[config.mk]
export PLATFORM = sky130hd
export DESIGN_NAME = usbd_gnak_ctrl
export DESIGN_NICKNAME = d
export VERILOG_FILES = /design/src/rtl/usbd_gnak_pkg.sv /design/src/rtl/usbd_gnak_fsm.sv /design/src/rtl/usbd_gnak_hshk.sv /design/src/rtl/usbd_gnak_tmode.sv /design/src/rtl/usbd_gnak_ctrl.sv
export SDC_FILE = /design/constraint.sdc
export NUM_CORES = 1
export LEC_CHECK = 0
export ABC_AREA = 0
export BUFFER_PORTS_ARGS = -buffer_cell sky130_fd_sc_hd__buf_2
export CAP_MARGIN = 0
export CORE_ASPECT_RATIO = 0.9
export CORE_MARGIN = 8
export CORE_UTILIZATION = 30
export DETAILED_ROUTE_END_ITERATION = 6
export PLACE_DENSITY = 0.76
export SYNTH_ARGS = -nofsm -noshare
export SYNTH_HDL_FRONTEND = slang
export SYNTH_SLANG_ARGS = --single-unit
[constraint.sdc]
create_clock -name clk -period 1.2 [get_ports clk]
set_clock_uncertainty 0.2 [all_clocks]
set_input_delay 0.12 -clock clk [delete_from_list [all_inputs] [get_ports clk]]
set_output_delay 0.12 -clock clk [all_outputs]
set_load 0.005 [all_outputs]
[src/rtl/usbd_gnak_pkg.sv]
package usbd_gnak_pkg;

    typedef enum logic [1:0] {
        HS_NONE  = 2'd0,
        HS_ACK   = 2'd1,
        HS_NAK   = 2'd2,
        HS_STALL = 2'd3
    } hs_code_e;

    typedef enum logic {
        NAK_IDLE   = 1'b0,
        NAK_ACTIVE = 1'b1
    } nak_state_e;

    // Field positions within the control word
    localparam int BIT_IN_STS    = 2;
    localparam int BIT_OUT_STS   = 3;
    localparam int TM_LSB        = 4;
    localparam int TM_W          = 3;
    localparam int BIT_IN_SET    = 7;
    localparam int BIT_IN_CLR    = 8;
    localparam int BIT_OUT_SET   = 9;
    localparam int BIT_OUT_CLR   = 10;
    localparam int BIT_PROG_DONE = 11;
    localparam int TM_MODES      = 6;

endpackage

[src/rtl/usbd_gnak_fsm.sv]
module usbd_gnak_fsm
    import usbd_gnak_pkg::*;
(
    input  logic clk,
    input  logic rst_n,
    input  logic set_cmd,
    input  logic clr_cmd,
    output logic active
);

    nak_state_e state_q, state_d;

    always_ff @(posedge clk or negedge rst_n) begin
        if (!rst_n) state_q <= NAK_IDLE;
        else        state_q <= state_d;
    end

    always_comb begin
        state_d = state_q;
        unique case (state_q)
            NAK_IDLE:   if (set_cmd)             state_d = NAK_ACTIVE;
            NAK_ACTIVE: if (clr_cmd && !set_cmd) state_d = NAK_IDLE;
        endcase
    end

    always_comb begin
        active = (state_q == NAK_ACTIVE);
    end

    // set command wins and is seen next cycle
    a_r3_r4_set_wins: assert property (@(posedge clk) disable iff (!rst_n)
        set_cmd |=> active);

    // a lone clear drops the condition
    a_r3_r4_clear: assert property (@(posedge clk) disable iff (!rst_n)
        (clr_cmd && !set_cmd) |=> !active);

endmodule

[src/rtl/usbd_gnak_hshk.sv]
module usbd_gnak_hshk
    import usbd_gnak_pkg::*;
#(
    parameter int LEN_W   = 11,
    parameter int SPACE_W = 12
) (
    input  logic               clk,
    input  logic               rst_n,
    input  logic               pkt_valid,
    input  logic               pkt_setup,
    input  logic               pkt_iso,
    input  logic [LEN_W-1:0]   pkt_len,
    input  logic [SPACE_W-1:0] fifo_space,
    input  logic               ep_nak,
    input  logic               ep_stall,
    input  logic               gnak_out,
    output logic               hs_valid,
    output logic [1:0]         hs_code,
    output logic               fifo_wr_en
);

    localparam int CMP_W = (LEN_W > SPACE_W) ? LEN_W : SPACE_W;

    logic [CMP_W-1:0] len_ext, space_ext;
    logic             room;
    hs_code_e         code_d, code_q;
    logic             wr_d, wr_q, valid_q;

    always_comb begin
        len_ext   = CMP_W'(pkt_len);
        space_ext = CMP_W'(fifo_space);
        room      = (len_ext <= space_ext);
    end

    always_comb begin
        code_d = HS_NONE;
        wr_d   = 1'b0;
        if (pkt_setup) begin
            code_d = room ? HS_ACK : HS_NAK;
            wr_d   = room;
        end else if (pkt_iso) begin
            code_d = HS_NONE;
            wr_d   = !gnak_out && room;
        end else if (ep_stall) begin
            code_d = HS_STALL;
        end else if (gnak_out || ep_nak || !room) begin
            code_d = HS_NAK;
        end else begin
            code_d = HS_ACK;
            wr_d   = 1'b1;
        end
    end

    always_ff @(posedge clk or negedge rst_n) begin
        if (!rst_n) begin
            valid_q <= 1'b0;
            code_q  <= HS_NONE;
            wr_q    <= 1'b0;
        end else begin
            valid_q <= pkt_valid;
            code_q  <= pkt_valid ? code_d : HS_NONE;
            wr_q    <= pkt_valid && wr_d;
        end
    end

    always_comb begin
        hs_valid   = valid_q;
        hs_code    = code_q;
        fifo_wr_en = wr_q;
    end

    // decision follows the packet by one cycle
    a_r8_valid_follows: assert property (@(posedge clk) disable iff (!rst_n)
        pkt_valid |=> hs_valid);

    a_r8_idle_quiet: assert property (@(posedge clk) disable iff (!rst_n)
        !pkt_valid |=> (!hs_valid && !fifo_wr_en));

    // no FIFO write for non-SETUP packets under global OUT NAK
    a_r9_no_write: assert property (@(posedge clk) disable iff (!rst_n)
        (pkt_valid && gnak_out && !pkt_setup) |=> !fifo_wr_en);

    // isochronous drop under global OUT NAK
    a_r10_iso_drop: assert property (@(posedge clk) disable iff (!rst_n)
        (pkt_valid && gnak_out && pkt_iso && !pkt_setup) |=>
        (hs_code == 2'd0 && !fifo_wr_en));

    // SETUP with room is acknowledged and written
    a_r11_setup_ack: assert property (@(posedge clk) disable iff (!rst_n)
        (pkt_valid && pkt_setup && (CMP_W'(pkt_len) <= CMP_W'(fifo_space))) |=>
        (hs_code == 2'd1 && fifo_wr_en));

endmodule

[src/rtl/usbd_gnak_tmode.sv]
module usbd_gnak_tmode
    import usbd_gnak_pkg::*;
(
    input  logic [TM_W-1:0]     code,
    output logic [TM_MODES-1:0] oh
);

    // Position 0 also absorbs every reserved code
    always_comb begin
        oh[0] = (code == '0) || (int'(code) >= TM_MODES);
    end

    for (genvar k = 1; k < TM_MODES; k++) begin : g_mode
        always_comb begin
            oh[k] = (int'(code) == k);
        end
    end

endmodule

[src/rtl/usbd_gnak_ctrl.sv]
module usbd_gnak_ctrl
    import usbd_gnak_pkg::*;
#(
    parameter int              ADDR_W      = 12,
    parameter int              DATA_W      = 32,
    parameter int              LEN_W       = 11,
    parameter int              SPACE_W     = 12,
    parameter logic [ADDR_W-1:0] CTRL_OFFSET = 12'h804
) (
    input  logic               clk,
    input  logic               rst_n,
    input  logic [ADDR_W-1:0]  bus_addr,
    input  logic [DATA_W-1:0]  bus_wdata,
    input  logic               bus_we,
    output logic [DATA_W-1:0]  bus_rdata,
    input  logic               pkt_valid,
    input  logic               pkt_setup,
    input  logic               pkt_iso,
    input  logic [LEN_W-1:0]   pkt_len,
    input  logic [SPACE_W-1:0] fifo_space,
    input  logic               ep_nak,
    input  logic               ep_stall,
    output logic               hs_valid,
    output logic [1:0]         hs_code,
    output logic               fifo_wr_en,
    output logic               out_nak_active,
    output logic               in_nak_active,
    output logic [TM_MODES-1:0] tmode_oh,
    output logic               prog_done
);

    logic            hit, wr_hit;
    logic [TM_W-1:0] tmode_q;
    logic            prog_done_q;
    logic            out_nak, in_nak;
    logic            unused_wdata;

    assign unused_wdata = ^{bus_wdata[DATA_W-1:BIT_PROG_DONE+1], bus_wdata[BIT_OUT_STS:0]};

    always_comb begin
        hit    = (bus_addr == CTRL_OFFSET);
        wr_hit = bus_we && hit;
    end

    always_ff @(posedge clk or negedge rst_n) begin
        if (!rst_n) begin
            tmode_q     <= '0;
            prog_done_q <= 1'b0;
        end else if (wr_hit) begin
            tmode_q     <= bus_wdata[TM_LSB +: TM_W];
            prog_done_q <= bus_wdata[BIT_PROG_DONE];
        end
    end

    usbd_gnak_fsm u_out_nak (
        .clk     (clk),
        .rst_n   (rst_n),
        .set_cmd (wr_hit && bus_wdata[BIT_OUT_SET]),
        .clr_cmd (wr_hit && bus_wdata[BIT_OUT_CLR]),
        .active  (out_nak)
    );

    usbd_gnak_fsm u_in_nak (
        .clk     (clk),
        .rst_n   (rst_n),
        .set_cmd (wr_hit && bus_wdata[BIT_IN_SET]),
        .clr_cmd (wr_hit && bus_wdata[BIT_IN_CLR]),
        .active  (in_nak)
    );

    usbd_gnak_tmode u_tmode (
        .code (tmode_q),
        .oh   (tmode_oh)
    );

    usbd_gnak_hshk #(
        .LEN_W   (LEN_W),
        .SPACE_W (SPACE_W)
    ) u_hshk (
        .clk        (clk),
        .rst_n      (rst_n),
        .pkt_valid  (pkt_valid),
        .pkt_setup  (pkt_setup),
        .pkt_iso    (pkt_iso),
        .pkt_len    (pkt_len),
        .fifo_space (fifo_space),
        .ep_nak     (ep_nak),
        .ep_stall   (ep_stall),
        .gnak_out   (out_nak),
        .hs_valid   (hs_valid),
        .hs_code    (hs_code),
        .fifo_wr_en (fifo_wr_en)
    );

    always_comb begin
        bus_rdata = '0;
        if (hit) begin
            bus_rdata[BIT_IN_STS]         = in_nak;
            bus_rdata[BIT_OUT_STS]        = out_nak;
            bus_rdata[TM_LSB +: TM_W]     = tmode_q;
            bus_rdata[BIT_PROG_DONE]      = prog_done_q;
        end
        out_nak_active = out_nak;
        in_nak_active  = in_nak;
        prog_done      = prog_done_q;
    end

    // decoded test mode always names exactly one mode
    a_r6_onehot: assert property (@(posedge clk) disable iff (!rst_n)
        $countones(tmode_oh) == 1);

    // flag follows a write to the control offset
    a_r7_flag: assert property (@(posedge clk) disable iff (!rst_n)
        wr_hit |=> (prog_done == $past(bus_wdata[BIT_PROG_DONE])));

endmodule

==> summary.md, run 1 <==
| Metric | Value |
|---|---|
| Crit-path leading delay family | `simple AND/OR/NAND/NOR gates` |
| CTS tree | `yes` |
| Leak | `0.00106 µW` |
| Fraction of synthesized cell area in xor and xnor cells | `0%` |
| Antenna violations before repair | `0` |
| Fin area | `2050 µm²` |
| CTS root buf | `clkbuf_8` |
| Synth unique cells | `34` |
| I/O Buffers | `69` |
| Final nets | `305` |
| Tot Pwr | `1180 µW` |
| Sequential fraction of the synthesis area | `24.1%` |
| Post-synth ARST share | `100%` |
| Ports | `120` |
| Max-cap violations | `0` |
| Proportion of layout cells with a drive suffix above 1 | `63.3%` |
| Die H | `71.8 µm` |
| Sequential Power Share | `29.9%` |
| Crit Path Class | `primary input to flip-flop` |
| Worst-path cell with the longest stage delay | `or4_4` |
| Final Hold Fails | `0` |
| CTS buffer count | `3` |
| GRT Util Overall | `11.4%` |
| Die area | `5600 µm²` |
| P_sw | `311 µW` |
| RSZ-0062 raised after global routing | `true` |
| Main combinational cell family by area after synthesis | `buffers and inverters` |
| Most frequent cell after synthesis | `buf_4` |
| Required @ worst endpoint | `1.12 ns` |
| CTS sink cnt | `10` |
| Worst Path Arrival | `1.46 ns` |
| Startpoint types | `primary input` |
| Utilization after layout | `61.2%` |
| Largest stage delay, worst path | `0.56 ns` |
| Post-Synthesis Cell Area | `1040 µm²` |
| Fill cell count | `287` |
| Gate power share | `35.0%` |
| Insertion delay of the later-clocked pin in the worst-skew pair | `0.23 ns` |
| VDD IR-drop max | `434 µV` |
| Fmax | `649 MHz` |
| Switch share | `26.3%` |
| Avg WL per Cell | `14.2 µm` |
| Detailed Routing Iterations Pass 1 | `4` |
| Final wirelength | `3710 µm` |
| Starting density of the core | `30.9%` |
| DP Wirelength | `2710 µm` |
| RD Place Congestion | `0.743` |
| Global-route wire length before repair | `5240 µm` |
| Vias per cell | `4.30` |
| Placement Cell Area | `1490 µm²` |
| Min Tclk post-route | `1.54 ns` |
| Worst path cell trace | `buf_8 > inv_12 > ha_4 > nand4_1 > or4_4 > o221a_1 > o21a_1` |
| Failing checks | `negative setup slack` |
| Hold Crit Class | `primary input to flip-flop` |
| Hold Slack | `0.0535 ns` |
| DRT antenna net count | `0` |
| Yosys warns | `0` |
| # diodes | `0` |
| Largest net degree at the start of global routing | `11` |
| Critical path endpoint category | `flip-flop` |
| Gate count of the mapped netlist | `118` |
| Top fanout value on the critical path | `3` |
| Mux share of post-synthesis cell area | `4.34%` |
| Tcrit/Tclk final | `128%` |
| Synth Area in Adders | `13.3%` |
| Area share of the largest cell type after synthesis | `24.1%` |
| Synth area leaders | `dfrtp_1 24%, buf_4 19%, ha_1 13%` |
| Clock transition at path regs | `0.05 ns` |
| P&R area growth vs syn | `97.7%` |
| DRT iter0 DRCs | `21` |
| Largest area contributor in the netlist | `dfrtp_1` |
| H-tree depth | `1` |
| WP buf/inv | `2` |
| PD cells | `576 nW/µm²` |
| Placement row count | `20` |
| Synthesized area per cell | `8.79 µm²` |
| Core footprint | `3350 µm²` |
| CTS max path bufs | `2` |
| Post-synthesis simple-gate area fraction | `20.6%` |
| Compound-Gate Fraction of Synth Area | `12.7%` |
| Via count | `1127` |
| DRC Markers | `0` |
| Die outline width | `78.0 µm` |
| Ys flop type | `dfrtp_1` |
| EDFF count, synth | `0` |
| Power Internal | `871 µW` |
| Vias in the first global route | `1175` |
| Synthesized flop and latch total | `10` |
| Total grt overflow | `0` |
| Top cells by count, synth | `26 x buf_4, 15 x inv_1, 11 x ha_1` |
| Clock share of power | `35.1%` |
| Setup ws final | `-0.340 ns` |
| Status | `complete, but fails checks` |
| Setup Viol. Count Final | `18` |
| Pins Over Slew Limit | `0` |
[cell usage in the layout, fill, tap and decap left out, types with 2 or more instances in the layout]
cell type | Yosys | final
a21oi_1 | 6 | 6
a32o_1 | 2 | 2
and2_4 | 0 | 6
and3b_1 | 2 | 2
buf_2 | 0 | 46
buf_4 | 26 | 9
buf_6 | 0 | 31
clkbuf_8 | 0 | 4
conb_1 | 1 | 26
dfrtp_1 | 10 | 7
dfrtp_2 | 0 | 3
dlygate4sd3_1 | 0 | 11
ha_1 | 11 | 3
ha_4 | 0 | 8
inv_1 | 15 | 7
inv_2 | 0 | 5
mux2_2 | 4 | 4
nand3_2 | 0 | 2
nor2_1 | 2 | 2
nor3_1 | 4 | 2
nor3_2 | 0 | 2
nor3b_2 | 0 | 3
nor4_4 | 0 | 2
[power by group through the flow]
stage / Sequential (µW) / Clock [µW] / Combinational, µW
floorplan: 360 / 0 / 202
global placement: 358 / 0 / 293
detailed placement: 358 / 0 / 302
CTS: 353 / 425 / 370
global route: 354 / 453 / 458
finish: 353 / 415 / 413
[metrics by stage]
step | TNS [ns] | cells | setup WS [ns]
CTS | -3.06 | 258 | -0.348
detailed placement | -4.46 | 237 | -0.654
finish | -3.61 | 262 | -0.340
floorplan | -1.25 | 143 | -0.418
global route | -4.18 | 262 | -0.362
global placement | -4.55 | 237 | -0.622
[layer usage]
layer,part of all wire [%],global-route usage (%),vias to the layer above
met5,0,0,-
met4,1.2,2.46,0
met3,6.6,4.13,4
met2,54,20.9,46
met1,38,12.1,515
li1,-,-,562
[state kept, by name (all words and copies together), names as in the netlist]
name and count:
u_hshk.hs_valid 1, u_hshk.fifo_wr_en 1, u_in_nak.active 1, prog_done 1
tmode_q 3, u_hshk.hs_code 2, u_out_nak.active 1
[cells by family after synthesis]
family / after synthesis
AOI/OAI and AO/OA: 18
and+or+nand+nor: 32
buffers and inverters: 42
DFF: 10
adders and majority gates: 11
other: 1
muxes: 4
[timing repair]
item / 4_1_cts / 5_1_grt
hold buffers: 11 / 0
hold endpoints to repair: 19 / 0
pin swaps: 19 / 12
gates cloned: 0 / 0
setup endpoints to repair: 18 / 22
setup buffers: 6 / 5
resized for setup: 36 / 34
[final cells by class]
| cell class | count | area, µm² | area share, % |
|---|---|---|---|
| tap | 44 | 55.1 | 2.68 |
| inverter | 15 | 76.3 | 3.72 |
| timing repair buffer | 98 | 772 | 37.6 |
| multi-input combinational | 91 | 838 | 40.9 |
| sequential | 10 | 254 | 12.4 |
| clock buffer | 4 | 55.1 | 2.68 |
[final timing paths]
check	startpoint	end	slack, ns	cells past startpoint
min in group asynchronous	rst_n	tmode_q[0]	0.09	2
min reg2reg	u_in_nak.active	u_in_nak.active	0.32	1
max in group asynchronous	rst_n	tmode_q[1]	0.50	2
max reg2reg	u_out_nak.active	u_hshk.hs_code[1]	-0.10	4
min	bus_we	u_in_nak.active	0.05	2
max	fifo_space[3]	u_hshk.hs_code[1]	-0.34	7
Power figures use the tool's default switching activity.
==> run 2, diff against run 1 <==
Settings changed: CELL_PAD_IN_SITES_DETAIL_PLACEMENT set to 1, CELL_PAD_IN_SITES_GLOBAL_PLACEMENT set to 1, CORE_UTILIZATION 30 to 20, PLACE_DENSITY 0.76 to not set, PLACE_DENSITY_LB_ADDON set to 0.1, SYNTH_HIERARCHICAL set to 1.
==> run 2 against run 1 <==
- the run still ends with negative setup slack left
- die area increased by 45%
- maximum frequency fell by 6.8%
- global-route usage down 1.6 points
==> summary.md, run 2 <==
| Metric | Value |
|---|---|
| DRT iter0 DRCs | `12` |
| Fmax | `605 MHz` |
| Most frequent CP cell | `buf_6` |
| DRC Markers | `0` |
| CTS max path bufs | `2` |
| Min Tclk post-route | `1.65 ns` |
| # placed instances | `267` |
| Setup Viol. Count Final | `21` |
| EDFF count, synth | `0` |
| Total grt overflow | `0` |
| Setup TNS | `-6.84 ns` |
| Final wirelength | `4210 µm` |
| Post-synth ARST share | `100%` |
| Avg WL per Cell | `14.8 µm` |
| H-tree depth | `1` |
| Leak | `0.00105 µW` |
| Max reg flops | `3` |
| Tcrit/Tclk final | `138%` |
| Gate count of the mapped netlist | `122` |
| Proportion of layout cells with a drive suffix above 1 | `61.8%` |
| PD cells | `579 nW/µm²` |
| Die H | `86.2 µm` |
| Most frequent cells in the layout | `53 x buf_2, 26 x conb_1, 21 x buf_6, 9 x dlygate4sd3_1, 8 x buf_4` |
| Detailed Routing Iterations Pass 1 | `2` |
| Hold Crit Class | `primary input to flip-flop` |
| Final nets | `304` |
| Core footprint | `5260 µm²` |
| Sequential fraction of the synthesis area | `22.9%` |
| Die area | `8100 µm²` |
| DP Wirelength | `3440 µm` |
| Top fanout value on the critical path | `5` |
| Synth unique cells | `34` |
| Max-cap violations | `0` |
| Largest stage delay, worst path | `0.54 ns` |
| Starting density of the core | `20.8%` |
| Yosys warns | `6` |
| Via count | `1142` |
| Flip-flop and latch area | `254 µm²` |
| Largest area contributor in the netlist | `dfrtp_1` |
| CTS buffer count | `3` |
| Worst path cell trace | `buf_6 > or4_4 > nor3_4 > buf_6 > and2_1 > buf_2` |
| Commonest non-fill, non-tap cell in the layout | `buf_2` |
| Worst Path Arrival | `1.33 ns` |
| Clock transition at path regs | `0.05 ns` |
| Most frequent cell after synthesis | `buf_4` |
| Non-filler cells in the finished layout | `285` |
| Global-route wire length before repair | `6420 µm` |
| Final Hold Fails | `0` |
| Pins Over Slew Limit | `0` |
| Ys flop type | `dfrtp_1` |
| CTS sink cnt | `10` |
| Placement Cell Area | `1560 µm²` |
| Hold Slack | `0.0300 ns` |
| I/O Buffers | `69` |
| Top cells by count, synth | `26 x buf_4, 16 x inv_1, 11 x ha_1` |
| Required @ worst endpoint | `0.88 ns` |
| Placement row count | `25` |
| Synth area leaders | `dfrtp_1 23%, buf_4 18%, ha_1 13%` |
| Area share of the largest cell type after synthesis | `22.9%` |
| RD Place Congestion | `0.727` |
| Failing checks | `negative setup slack` |
| WP buf/inv | `3` |
| Status | `complete, but fails checks` |
| Antenna violations before repair | `1` |
| Area occupied by multi-input gates | `832 µm²` |
| Die outline width | `94.0 µm` |
| VDD IR-drop max | `334 µV` |
| RSZ-0062 raised after global routing | `true` |
| CTS tree | `yes` |
| GRT Util Overall | `9.75%` |
| Tot Pwr | `1150 µW` |
| Vias per cell | `4.01` |
| Crit-path leading delay family | `simple AND/OR/NAND/NOR gates` |
| Synthesized flop and latch total | `10` |
| Insertion delay of the later-clocked pin in the worst-skew pair | `0.23 ns` |
| Post-Synthesis Cell Area | `1090 µm²` |
| Worst-path cell with the longest stage delay | `or4_4` |
| Startpoint types | `primary input` |
| Fill cell count | `621` |
| DRT antenna net count | `0` |
| Synthesized area per cell | `8.97 µm²` |
| Ports | `120` |
| Fin area | `1980 µm²` |
| Largest Register | `tmode_q` |
| Setup ws final | `-0.452 ns` |
| Crit Path Class | `primary input to primary output` |
| Critical path endpoint category | `primary output` |
| Largest net degree at the start of global routing | `11` |
| P&R area growth vs syn | `80.8%` |
| CTS root buf | `clkbuf_8` |
| Vias in the first global route | `1387` |
## run 2: changes by cell type after synthesis, sizes merged, moves of 2 or more
cell   before  now
a21o        1    3
a32o        2    0
and2        6   10
nand2       3    1
nand3       3    1
nor2        2    4
or4         1    3
## run 2: where the power goes
group / total (µW) / internal (µW) / leakage [µW] / switching [µW]
Sequential: 353 / 349 / 0.000129 / 4.01
Clock: 421 / 288 / 0.0000288 / 132
Combinational: 372 / 204 / 0.000895 / 168
Total: 1150 / 841 / 0.00105 / 305
## run 2: tightest hold or removal path, delay by kind of cell
kind,cells,cell delay (ns)
simple gates,1,0.10
buf+inv,1,0.11
compound gates,1,0.08
## run 2: worst paths after layout
check                                 start           endpoint  slack [ns]  depth (start not counted)
min in group asynchronous             rst_n          prog_done        0.12                          2
setup reg to reg           u_out_nak/active  u_hshk/hs_code[1]       -0.13                          4
hold reg to reg             u_in_nak/active    u_in_nak/active        0.31                          1
max in group asynchronous             rst_n         tmode_q[2]        0.46                          2
setup / recovery                bus_addr[4]       bus_rdata[5]       -0.45                          6
hold / removal                    pkt_setup  u_hshk/hs_code[0]        0.03                          3
## run 2: through the flow
| step | worst slack, ns | util, % |
|---|---|---|
| global route | -0.497 | 37.7 |
| global placement | -0.652 | 29.7 |
| finish | -0.452 | 37.7 |
| floorplan | -0.505 | - |
| detailed placement | -0.683 | 29.7 |
| CTS | -0.444 | 36.5 |
## run 2: cell families after synthesis
| kind of cell | Yosys count | synth area share, % |
|---|---|---|
| AOI/OAI and AO/OA | 18 | 11.3 |
| DFF | 10 | 22.9 |
| adders and majority gates | 11 | 12.6 |
| buffers and inverters | 43 | 23.8 |
| muxes | 4 | 4.11 |
| and+or+nand+nor | 35 | 25.0 |
| other | 1 | 0.343 |
## run 2: what timing repair did
action / in CTS / in global routing
endpoints found under the hold margin: 19 / 0
setup buffers: 3 / 1
gates resized for setup: 47 / 11
pin swaps: 10 / 1
setup endpoints to repair: 22 / 22
hold buffers: 9 / 0
## run 2: area by class of cell
class	instances	area share (%)
flip-flops and latches	10	12.8
inverters	17	4.30
multi-input cells	94	42.0
repair buffers	92	33.7
diodes	1	0.126
clock buffers	4	2.78
well taps	67	4.24
## run 2: per-layer routing
metal / part of all wire (%) / up-vias / routed length, µm / global-route usage [%]
met5: 0 / - / 0 / 0
met2: 59 / 42 / 2480 / 19.2
met4: 0.57 / 0 / 24 / 3.60
li1: - / 556 / - / -
met1: 35 / 542 / 1490 / 9.67
met3: 5.2 / 2 / 221 / 1.99
